$ cat config.mk
export PLATFORM = sky130hd
export DESIGN_NAME = flash_frame_seq
export DESIGN_NICKNAME = d
export VERILOG_FILES = /design/src/rtl/ffs_pkg.sv /design/src/rtl/ffs_ctrl.sv /design/src/rtl/ffs_addr.sv /design/src/rtl/flash_frame_seq.sv
export SDC_FILE = /design/constraint.sdc
export NUM_CORES = 1
export LEC_CHECK = 0
export ABC_AREA = 1
export BUFFER_PORTS_ARGS = -buffer_cell sky130_fd_sc_hd__buf_2
export CAP_MARGIN = 20
export CORE_MARGIN = 3
export CORE_UTILIZATION = 47
export DETAILED_ROUTE_END_ITERATION = 10
export PLACE_DENSITY = 0.8
export SETUP_SLACK_MARGIN = 0.15
export SYNTH_ARGS = -nofsm -noshare
export SYNTH_HDL_FRONTEND = slang
export SYNTH_SLANG_ARGS = --single-unit
$ cat constraint.sdc
create_clock -name clk -period 1.55 [get_ports clk]
set_input_delay 0.31 -clock clk [delete_from_list [all_inputs] [get_ports clk]]
set_output_delay 0.31 -clock clk [all_outputs]
set_load 0.01 [all_outputs]
$ cat src/rtl/ffs_pkg.sv
package ffs_pkg;

    typedef enum logic [1:0] {
        FOP_NONE      = 2'b00,
        FOP_BLK_ERASE = 2'b01,
        FOP_BUF_PROG  = 2'b10
    } fop_e;

    typedef enum logic [2:0] {
        S_IDLE,
        S_ER_ISSUE,
        S_ER_WAIT,
        S_LOAD,
        S_LOAD_END,
        S_PG_ISSUE,
        S_PG_WAIT
    } seq_state_e;

    function automatic int unsigned idx_bits(input int unsigned n);
        return (n > 1) ? $clog2(n) : 1;
    endfunction

endpackage

$ cat src/rtl/ffs_ctrl.sv
module ffs_ctrl
    import ffs_pkg::*;
#(
    parameter int unsigned BURST_WORDS  = 32,
    parameter int unsigned FRAME_WORDS  = 256,
    parameter int unsigned ERASE_BLOCKS = 4,
    localparam int unsigned BURSTS = FRAME_WORDS / BURST_WORDS,
    localparam int unsigned BLK_W  = idx_bits(ERASE_BLOCKS),
    localparam int unsigned BUR_W  = idx_bits(BURSTS),
    localparam int unsigned WRD_W  = idx_bits(BURST_WORDS)
) (
    input  logic             clk,
    input  logic             rst,
    input  logic             erase_req,
    input  logic             prog_req,
    input  logic             fc_done,
    output logic             busy,
    output logic             done,
    output logic             rd_en,
    output logic [BUR_W-1:0] bur_idx,
    output logic [WRD_W-1:0] wrd_idx,
    output logic [BLK_W-1:0] blk_idx,
    output logic             cmd_valid,
    output fop_e             cmd_op,
    output logic             frame_adv,
    output logic             frame_clr
);

    localparam logic [BLK_W-1:0] BLK_LAST = BLK_W'(ERASE_BLOCKS - 1);
    localparam logic [BUR_W-1:0] BUR_LAST = BUR_W'(BURSTS - 1);
    localparam logic [WRD_W-1:0] WRD_LAST = WRD_W'(BURST_WORDS - 1);

    seq_state_e state;

    always_ff @(posedge clk) begin
        if (rst) begin
            state   <= S_IDLE;
            blk_idx <= '0;
            bur_idx <= '0;
            wrd_idx <= '0;
            done    <= 1'b0;
        end else begin
            done <= 1'b0;
            unique case (state)
                S_IDLE: begin
                    blk_idx <= '0;
                    bur_idx <= '0;
                    wrd_idx <= '0;
                    if (erase_req)     state <= S_ER_ISSUE;
                    else if (prog_req) state <= S_LOAD;
                end
                S_ER_ISSUE: state <= S_ER_WAIT;
                S_ER_WAIT: begin
                    if (fc_done) begin
                        if (blk_idx == BLK_LAST) begin
                            state <= S_IDLE;
                            done  <= 1'b1;
                        end else begin
                            blk_idx <= blk_idx + 1'b1;
                            state   <= S_ER_ISSUE;
                        end
                    end
                end
                S_LOAD: begin
                    if (wrd_idx == WRD_LAST) begin
                        wrd_idx <= '0;
                        state   <= S_LOAD_END;
                    end else begin
                        wrd_idx <= wrd_idx + 1'b1;
                    end
                end
                S_LOAD_END: state <= S_PG_ISSUE;
                S_PG_ISSUE: state <= S_PG_WAIT;
                S_PG_WAIT: begin
                    if (fc_done) begin
                        if (bur_idx == BUR_LAST) begin
                            state <= S_IDLE;
                            done  <= 1'b1;
                        end else begin
                            bur_idx <= bur_idx + 1'b1;
                            state   <= S_LOAD;
                        end
                    end
                end
                default: state <= S_IDLE;
            endcase
        end
    end

    always_comb begin
        busy      = (state != S_IDLE);
        rd_en     = (state == S_LOAD);
        cmd_valid = (state == S_ER_ISSUE) || (state == S_PG_ISSUE);
        cmd_op    = (state == S_ER_ISSUE) ? FOP_BLK_ERASE :
                    (state == S_PG_ISSUE) ? FOP_BUF_PROG : FOP_NONE;
        frame_adv = (state == S_PG_WAIT) && fc_done && (bur_idx == BUR_LAST);
        frame_clr = (state == S_IDLE) && erase_req;
    end

endmodule

$ cat src/rtl/ffs_addr.sv
module ffs_addr
    import ffs_pkg::*;
#(
    parameter int unsigned ADDR_W       = 25,
    parameter int unsigned SLOT_W       = 5,
    parameter int unsigned BURST_WORDS  = 32,
    parameter int unsigned FRAME_WORDS  = 256,
    parameter int unsigned BLOCK_WORDS  = 65536,
    parameter int unsigned ERASE_BLOCKS = 4,
    localparam int unsigned SLOT_WORDS = ERASE_BLOCKS * BLOCK_WORDS,
    localparam int unsigned FRAMES     = SLOT_WORDS / FRAME_WORDS,
    localparam int unsigned FRM_W      = idx_bits(FRAMES),
    localparam int unsigned BLK_W      = idx_bits(ERASE_BLOCKS),
    localparam int unsigned BUR_W      = idx_bits(FRAME_WORDS / BURST_WORDS)
) (
    input  logic              clk,
    input  logic              rst,
    input  logic              slot_we,
    input  logic [SLOT_W-1:0] slot_sel,
    input  logic              frame_adv,
    input  logic              frame_clr,
    input  fop_e              op,
    input  logic [BLK_W-1:0]  blk_idx,
    input  logic [BUR_W-1:0]  bur_idx,
    output logic [ADDR_W-1:0] cmd_addr
);

    logic [SLOT_W-1:0] slot_q;
    logic [FRM_W-1:0]  frame_q;
    logic [ADDR_W-1:0] base;

    always_ff @(posedge clk) begin
        if (rst) begin
            slot_q  <= '0;
            frame_q <= '0;
        end else begin
            if (slot_we) slot_q <= slot_sel;
            if (slot_we || frame_clr) frame_q <= '0;
            else if (frame_adv)       frame_q <= frame_q + 1'b1;
        end
    end

    always_comb begin
        base = ADDR_W'(slot_q) * ADDR_W'(SLOT_WORDS);
        if (op == FOP_BLK_ERASE)
            cmd_addr = base + ADDR_W'(blk_idx) * ADDR_W'(BLOCK_WORDS);
        else
            cmd_addr = base + ADDR_W'(frame_q) * ADDR_W'(FRAME_WORDS)
                            + ADDR_W'(bur_idx) * ADDR_W'(BURST_WORDS);
    end

endmodule

$ cat src/rtl/flash_frame_seq.sv
module flash_frame_seq
    import ffs_pkg::*;
#(
    parameter int unsigned ADDR_W       = 25,
    parameter int unsigned WORD_W       = 16,
    parameter int unsigned SLOT_W       = 5,
    parameter int unsigned BURST_WORDS  = 32,
    parameter int unsigned FRAME_WORDS  = 256,
    parameter int unsigned BLOCK_WORDS  = 65536,
    parameter int unsigned ERASE_BLOCKS = 4,
    localparam int unsigned FIDX_W = $clog2(FRAME_WORDS),
    localparam int unsigned BLK_W  = idx_bits(ERASE_BLOCKS),
    localparam int unsigned BUR_W  = idx_bits(FRAME_WORDS / BURST_WORDS),
    localparam int unsigned WRD_W  = idx_bits(BURST_WORDS)
) (
    input  logic              clk,
    input  logic              rst,
    input  logic              slot_load,
    input  logic [SLOT_W-1:0] slot_sel,
    input  logic              erase_req,
    input  logic              prog_req,
    output logic              buf_rd_en,
    output logic [FIDX_W-1:0] buf_rd_addr,
    input  logic [WORD_W-1:0] buf_rd_data,
    output logic              cmd_valid,
    output logic [1:0]        cmd_op,
    output logic [ADDR_W-1:0] cmd_addr,
    output logic              wd_valid,
    output logic [WORD_W-1:0] wd_data,
    input  logic              fc_done,
    output logic              busy,
    output logic              done
);

    logic [BUR_W-1:0] bur_idx;
    logic [WRD_W-1:0] wrd_idx;
    logic [BLK_W-1:0] blk_idx;
    logic             frame_adv;
    logic             frame_clr;
    fop_e             op;

    ffs_ctrl #(
        .BURST_WORDS (BURST_WORDS),
        .FRAME_WORDS (FRAME_WORDS),
        .ERASE_BLOCKS(ERASE_BLOCKS)
    ) u_ctrl (
        .clk      (clk),
        .rst      (rst),
        .erase_req(erase_req),
        .prog_req (prog_req),
        .fc_done  (fc_done),
        .busy     (busy),
        .done     (done),
        .rd_en    (buf_rd_en),
        .bur_idx  (bur_idx),
        .wrd_idx  (wrd_idx),
        .blk_idx  (blk_idx),
        .cmd_valid(cmd_valid),
        .cmd_op   (op),
        .frame_adv(frame_adv),
        .frame_clr(frame_clr)
    );

    ffs_addr #(
        .ADDR_W      (ADDR_W),
        .SLOT_W      (SLOT_W),
        .BURST_WORDS (BURST_WORDS),
        .FRAME_WORDS (FRAME_WORDS),
        .BLOCK_WORDS (BLOCK_WORDS),
        .ERASE_BLOCKS(ERASE_BLOCKS)
    ) u_addr (
        .clk      (clk),
        .rst      (rst),
        .slot_we  (slot_load && !busy),
        .slot_sel (slot_sel),
        .frame_adv(frame_adv),
        .frame_clr(frame_clr),
        .op       (op),
        .blk_idx  (blk_idx),
        .bur_idx  (bur_idx),
        .cmd_addr (cmd_addr)
    );

    // Frame-buffer data arrives one cycle after the read strobe.
    always_ff @(posedge clk) begin
        if (rst) wd_valid <= 1'b0;
        else     wd_valid <= buf_rd_en;
    end

    assign buf_rd_addr = {bur_idx, wrd_idx};
    assign wd_data     = buf_rd_data;
    assign cmd_op      = op;

endmodule

After elaboration in Yosys (flattened, before gate mapping)
Index checks and enable logic that the tools add are counted.
W data, S select, Z words.

storage, ports and cells
  input bits = 27
  output and inout bits = 56
  logic and storage cells = 71
  register bits after elaboration = 30

operators by class
  eq/ne operators = 16
  multiplexer cells = 24
  reduce and logical (&&, ||, !) cells = 16
  add/sub/neg operators = 7

operators with widths
  kind                     number
  $add A23 B18 Y24         2
  $add A25 B8 Y25          1
  $mux W25                 1
  $mux W3                  7
  $pmux W3 S7              1
  $eq A3 B3 Y1 const B     4
  $add A10 B1 Y10 const B  1
  $mux W2                  5
  $pmux W5 S2              1
  $ne A2 B2 Y1 const B     4
  $eq A3 B2 Y1 const B     2
  $pmux W3 S2              1
  $reduce_and A3 Y1        2
  $reduce_bool A2 Y1       3
  $add A5 B1 Y5 const B    1
  $eq A5 B5 Y1 const B     1
  $mux W1                  5
  $mux W5                  1
  $logic_and A1 B1 Y1      4
  $pmux W2 S2              1
  $reduce_and A4 Y1        1
  $add A3 B1 Y3 const B    1
  $eq A3 B1 Y1 const B     1
  $logic_not A3 Y1         1
  other kinds (10)         11

Longest topological paths before layout
Gate-level depths: netlist of the first run.

  depth in word-level cells = 5
  depth in mapped cells = 9

Hierarchy
From an unflattened synthesis of the first run, not the netlist that was laid out.

unflattened totals
  cell total of the unflattened synthesis = 281
  area, all modules = 1851.8 µm²

by module, submodules not included
  module           seq. area each (µm²)  area an instance (µm²)  cells an instance  instances
  ffs_ctrl         280.3                 883.3                   134                1
  ffs_addr         300.3                 808.3                   126                1
  flash_frame_seq  20.0                  160.2                   21                 1

Worst setup path before layout of the first run
OpenSTA, ideal clock, no wires.

  path type = register to output
  start point = reg u_ctrl.state[0]
  end point = out cmd_addr[5]
  stages on the path, launching flop included = 9
  data required time = 1240 ps
  buffers on the path = 1
  arrival = 1183 ps
  path slack = 57 ps
  path through = dfxtp_1 inv_2 nor2_2 inv_2 nor2_4 inv_2 buf_2 nand2_1 inv_1

between the ends
  elaborated cells between the ends (all ways) = 6

RTL lines
  element                 line                   source
  from (decl)             ffs_ctrl.sv:33         seq_state_e state;
  from (signal assigned)  ffs_ctrl.sv:37         state <= S_IDLE;
  from (signal assigned)  ffs_ctrl.sv:49         if (erase_req) state <= S_ER_ISSUE;
  from (signal assigned)  ffs_ctrl.sv:50         else if (prog_req) state <= S_LOAD;
  $eq A3 B1 Y1            ffs_ctrl.sv:94         cmd_op = (state == S_ER_ISSUE) ? FOP_BLK_ERASE :
  $mux W2                 ffs_ctrl.sv:94
  net cmd_op[0]           flash_frame_seq.sv:26  output logic [1:0] cmd_op,
  $eq A2 B1 Y1            ffs_addr.sv:45         if (op == FOP_BLK_ERASE)
  $mux W25                ffs_addr.sv:45
  to (decl)               flash_frame_seq.sv:27  output logic [ADDR_W-1:0] cmd_addr,

The timed path passes the listed nets, and every way through them passes these cells.

Worst setup path after layout of the first run
  start point = reg u_ctrl.state[0]
  end point = out cmd_addr[5]

between the ends
  word-level cells in the longest chain between the ends = 5
  elaborated cells between the ends (all ways) = 6

RTL lines
  element           line            source
  $eq A3 B3 Y1      ffs_ctrl.sv:95  (state == S_PG_ISSUE) ? FOP_BUF_PROG : FOP_NONE;
  $mux W2           ffs_ctrl.sv:95
  $mux W2 (*)       ffs_ctrl.sv:94
  $eq A2 B1 Y1 (*)  ffs_addr.sv:45
  $mux W25 (*)      ffs_addr.sv:45

Mark *: on every way between the ends. The rest lies on a longest branch, timed or not.

==> results.md, run 1 <==
- Count of final max-slew check failures: 0
- CTS Root Cell: clkbuf_8
- Pwr Total: roughly 4 mW
- Die width: just under 70 um
- # diodes: 0
- Grt ovf: 0
- Worst setup path class: reg2out
- Max Clk Rate: between 500 and 600 MHz
- Cell Area, Synth: roughly 1800 sq um
- FF/Latch Area: a little over 600 sq um
- Area of the multi-input gates: 1080 sq um
- RSZ-0062 raised after global routing: true
- Area Growth Syn to Fin: 35.0%
- DRC Markers: 0
- CP arrival: around 1400 ps
- Post-route clock skew: 6.27 ps
- Routability cong.: slightly above 0.8
- Die area: ~4700 sq um
- Hold Violations, Final: 0
- Commonest cells in the netlist: 71 x nand2_1, 36 x inv_1, 30 x dfxtp_1
- Crit path capture type: primary output
- Number of global-route vias before repair: around 1700
- Largest net degree at the start of global routing: 12
- Total core area: approximately 3700 sq um
- Count leader, synth: nand2_1
- R2R Setup Slk: 160 ps
- R2r endpoint: u_ctrl.bur_idx[0]
- Starting density of the core: 0.498
- CTS H-Tree Depth: 2
- Fraction of registers with async set/reset: 0
- Synth Instances: 276
- CTS Buf Count: 5
- Peak supply drop: 0.823 mV
- Die Ht: slightly below 70 um
- First-pass GRT wire length: approximately 7 mm
- Synthesis warning total: 0
- Clock transition at path regs: about 60 ps
- Total track usage: 0.197
- WL final: between 4 and 5 mm
- Dominant cells by area after synthesis: dfxtp_1 32%, nand2_1 14%, buf_4 10%
- Post-layout min period: about 1700 ps
- Post-route clock period utilization: 1.09
- Final ANT Viol Nets: 0
- Failing checks: setup timing
- Clk_lat worst skew: 290 ps
- Clk sink count: 30
- IO Pins: between 80 and 90
- Detailed placement HPWL: 2.96 mm
- # rows: 22
- # fillers: ~320
- Post-layout util: 0.672
- CP max FO: 11
- Leakage: ~1.3 nW
- Flops & latches, synth: 30
- Worst Setup Slack, final: -141 ps
- Outcome: finished, violations left
- Initial DRC Count: 93
- CTS tree: done
- Initial antenna violation count: 0
- Syn_area_per_cell: around 6.7 sq um
- Power Density: between 1500 and 2000 nW/um^2
- Reg2reg path depth: 9
- Top FF cell, synth: dfxtp_1
- Netlist cell types: 27
- Hold Crit Start: slot_sel[1]
- Hold Crit Endpoint: u_addr.slot_q[1]
- Hold buffers post-CTS: 0
- Tightest Hold Check Type: in2reg
- Post-synth EDFFs: 0
- Worst-case clock buffer depth: 2
- Area leader, netlist: dfxtp_1
- Per-cell routed wire length: between 10 and 15 um
- Final setup violating endpoints: 14
- Reg2Reg Launch Point: u_ctrl.state[0]
- IO Port Bufs: 43
- Share of layout cells above drive strength 1: 0.377
- Top cell type's share of synthesized area: 0.325
- Register area share after synthesis: 0.325
- Initial DRT Pass Iterations: 4
- Fin nets: between 300 and 400
- Vias per inst: between 5 and 6
- Vias: approximately 1900
- Hold path depth: 3
- MaxCap Viol Count: 0
- Setup TNS: -1730 ps
- CP startpoint kind: register
- Worst EP required: around 1200 ps
layer usage:
layer | share of wire | GRT usage
met1 | 0.40 | 0.224
met2 | 0.50 | 0.343
met3 | 0.075 | 0.0632
met4 | 0.024 | 0.0681
met5 | 0 | 0
logic make-up after synthesis:
group | after synthesis | synth area share
AOI/OAI and AO/OA | 33 | 0.0934
and+or+nand+nor | 136 | 0.338
DFF | 30 | 0.325
buffers and inverters | 69 | 0.196
adders and majority gates | 6 | 0.0406
other | 1 | 0.00203
xor gates and xnor gates | 1 | 0.00474
worst max-delay path, stage by stage, from the launching register on:
cell and delay (ps):
dfxtp_4 370, inv_6 40, nor2_4 110, inv_2 60, nor2_4 170, inv_4 100
nand2_1 70, inv_1 40, buf_2 130
layout by cell type, fill, tap and decap left out, drive strengths merged, types with 7 or more instances in the layout:
cell and count:
buf 70, conb 7, a21oi 22, dfxtp 30
inv 40, nor2 36, nand2 74, clkbuf 7
o21ai 8, nand3 20
worst max-delay path by stage:
stage / from / endpoint / slack, ps / cells after the start
final: u_ctrl.state[0] / cmd_addr[5] / -140 / 8
after detailed placement: u_ctrl.state[0] / cmd_addr[5] / 70 / 8
after CTS: u_ctrl.state[0] / cmd_addr[5] / -120 / 8
after floorplan: u_ctrl.bur_idx[1] / u_addr.frame_q[6] / 160 / 7
after global placement: u_ctrl.state[0] / cmd_addr[6] / 90 / 8
after global routing: u_ctrl.state[0] / cmd_addr[12] / -260 / 8
stage by stage:
| step | cells | worst slack, ps | hold slack [ps] | area (sq um) |
|---|---|---|---|---|
| floorplan | 282 | 158 | 452 | 1900 |
| global placement | 348 | 86.6 | 449 | 1980 |
| detailed placement | 348 | 65.6 | 455 | 1980 |
| CTS | 370 | -123 | 286 | 2250 |
| global route | 382 | -256 | 303 | 2500 |
| finish | 382 | -141 | 289 | 2500 |
registers in the layout, indices dropped and copies added (netlist names):
signal / flops
u_ctrl.wrd_idx: 5
u_addr.frame_q: 10
u_ctrl.state: 3
u_ctrl.bur_idx: 3
u_ctrl.blk_idx: 2
u_addr.slot_q: 5
u_ctrl.done: 1
wd_valid: 1
power breakdown:
group | internal [mW] | switching, mW | total (mW)
Clock | 0.480 | 0.302 | 0.783
Sequential | 0.926 | 0.141 | 1.07
Combinational | 1.01 | 1.21 | 2.22
Total | 2.42 | 1.66 | 4.07
layout make-up:
| type | count | share of cell area |
|---|---|---|
| flip-flops and latches | 30 | 0.249 |
| multi-input cells | 186 | 0.434 |
| repair buffers | 70 | 0.185 |
| clock buffers | 7 | 0.0306 |
| well taps | 48 | 0.0240 |
| clock inverters | 1 | 0.0120 |
| inverters | 40 | 0.0651 |
what timing repair did:
action / CTS / global route
resized for setup: 21 / 40
setup buffers: 11 / 12
gates cloned: 3 / 0
pin swaps: 6 / 22
endpoints found under the setup margin: 33 / 40
Power figures use the tool's default switching activity.
==> inputs of run 2 (changes only) <==
--- a/config.mk
+++ b/config.mk
@@ -12,7 +12,7 @@
 export CORE_UTILIZATION = 47
 export DETAILED_ROUTE_END_ITERATION = 10
 export PLACE_DENSITY = 0.8
-export SETUP_SLACK_MARGIN = 0.15
+export SETUP_SLACK_MARGIN = 0.05
 export SYNTH_ARGS = -nofsm -noshare
 export SYNTH_HDL_FRONTEND = slang
 export SYNTH_SLANG_ARGS = --single-unit
==> results.md, run 2 (synthesis gave the netlist of run 1 again) <==
- Outcome: finished, violations left
- CP max FO: 11
- Post-route clock skew: 2.61 ps
- Post-layout min period: around 1600 ps
- Final ANT Viol Nets: 0
- Detailed placement HPWL: roughly 2.9 mm
- Slowest-stage cell, CP: dfxtp_2
- Initial DRC Count: 70
- Placement Setup Slack: roughly 59 ps
- Per-cell routed wire length: 11.5 um
- # diodes: 0
- Grt ovf: 0
- Worst EP required: around 1200 ps
- Biggest regs: u_addr.frame_q: 10 flops, u_addr.slot_q: 5 flops, u_ctrl.wrd_idx: 5 flops
- Worst setup path class: reg2out
- CP top delay family: buffers and inverters
- Fin nets: ~360
- WP buf/inv: 5
- Routability cong.: ~0.85
- Hold buffers post-CTS: 0
- Die width: between 60 and 70 um
- CTS H-Tree Depth: 2
- MaxCap Viol Count: 0
- Hold Violations, Final: 0
- # rows: 22
- CP startpoint kind: register
- Total track usage: 0.194
- Clock transition at path regs: roughly 60 ps
- WL final: ~4.3 mm
- Hold WS: between 200 and 300 ps
- Leakage: 1.24 nW
- Crit path capture type: primary output
- Highest-count cells in the layout ignoring fill and taps: 66 x nand2_1, 41 x buf_2, 34 x inv_1, 25 x nor2_1, 25 x dfxtp_1
- Largest register by flop count: u_addr.frame_q
- RSZ-0062 raised after global routing: true
- Vias per inst: 4.91
- Post-layout util: 0.622
- Die area: 4720 sq um
- Final cell count without fillers: roughly 380
- Final setup violating endpoints: 14
- Largest net degree at the start of global routing: 20
- Clk sink count: 30
- Initial DRT Pass Iterations: 4
- Tightest Hold Check Type: in2reg
- Max Clk Rate: about 610 MHz
- Post-route clock period utilization: 1.06
- # fillers: about 350
- Worst-case clock buffer depth: 2
- IO Pins: 83
- Starting density of the core: 0.498
- Max FFs per register: 10
- First-pass GRT wire length: just under 7 mm
- CTS Buf Count: 5
- Placed cell count: 350
- Area Growth Syn to Fin: 25.0%
- CTS tree: done
- Critical-path cell list: inv_2 -> nor2_4 -> inv_2 -> nor2_4 -> inv_4 -> nand2_1 -> inv_1 -> buf_2
- IO Port Bufs: between 40 and 50
- Initial antenna violation count: 0
- Die Ht: 68.7 um
- CTS Root Cell: clkbuf_8
- CP arrival: approximately 1300 ps
- Number of global-route vias before repair: ~1700
- Share of layout cells above drive strength 1: 0.318
- Peak supply drop: around 0.82 mV
- Count of final max-slew check failures: 0
- Clk_lat worst skew: between 200 and 300 ps
- Power Density: approximately 1600 nW/um^2
- Vias: between 1500 and 2000
- Total core area: 3720 sq um
- Most common cell after layout, fill and taps aside: nand2_1
- Max incr delay on CP: 350 ps
- DRC Markers: 0
- Failing checks: setup timing
- Worst Setup Slack, final: -98.5 ps
[run 2: stage by stage]
| stage | power [mW] | instance area (sq um) | setup TNS, ps |
|---|---|---|---|
| 2_1_floorplan | 2.09 | 1870 | 0 |
| 3_3_place_gp | 2.40 | 1980 | 0 |
| 3_5_place_dp | 2.43 | 1980 | 0 |
| 4_1_cts | 3.39 | 2170 | -1060 |
| 5_1_grt | 3.89 | 2310 | -2560 |
| 6_report | 3.60 | 2310 | -1210 |
[run 2: cell type report]
type,instances,area [sq um],area share
clock buffer,7,86.3,0.0374
clock inverter,1,5.00,0.00217
inverter,40,155,0.0671
multi-input combinational,186,1010,0.436
sequential,30,612,0.265
tap,48,60.1,0.0260
timing repair buffer,63,385,0.167
[run 2: what timing repair did]
action / 4_1_cts / 5_1_grt
buffers inserted: 7 / 9
endpoints found under the setup margin: 18 / 36
cloned: 0 / 3
gates resized for setup: 16 / 21
pin swaps: 6 / 12
[run 2: final timing paths]
path	start	to	slack, ps	cells past startpoint
worst max register to register	u_ctrl.state[0]	u_ctrl.bur_idx[2]	140	8
worst min-delay path	slot_sel[0]	u_addr.slot_q[0]	290	3
worst min register to register	u_ctrl.wrd_idx[0]	u_ctrl.wrd_idx[0]	450	1
worst max-delay path	u_ctrl.state[0]	cmd_addr[12]	-100	8
[run 2: per-layer routing]
layer	global-route usage	wire, um
met5	0	0
met4	0.0681	73
met3	0.0827	352
met2	0.336	2140
met1	0.210	1740
[run 2: report_power, final]
part | internal (mW) | switching (mW)
clock network | 0.357 | 0.298
logic | 0.826 | 1.05
registers | 0.921 | 0.149
[run 2: worst reg2reg max path: stages (launching register included)]
cell and delay, ps:
dfxtp_2 330, inv_2 70, buf_4 130, buf_6 110, nand3_4 170, nor2_4 210
nand2_4 90, a22oi_2 140, nor2_1 60
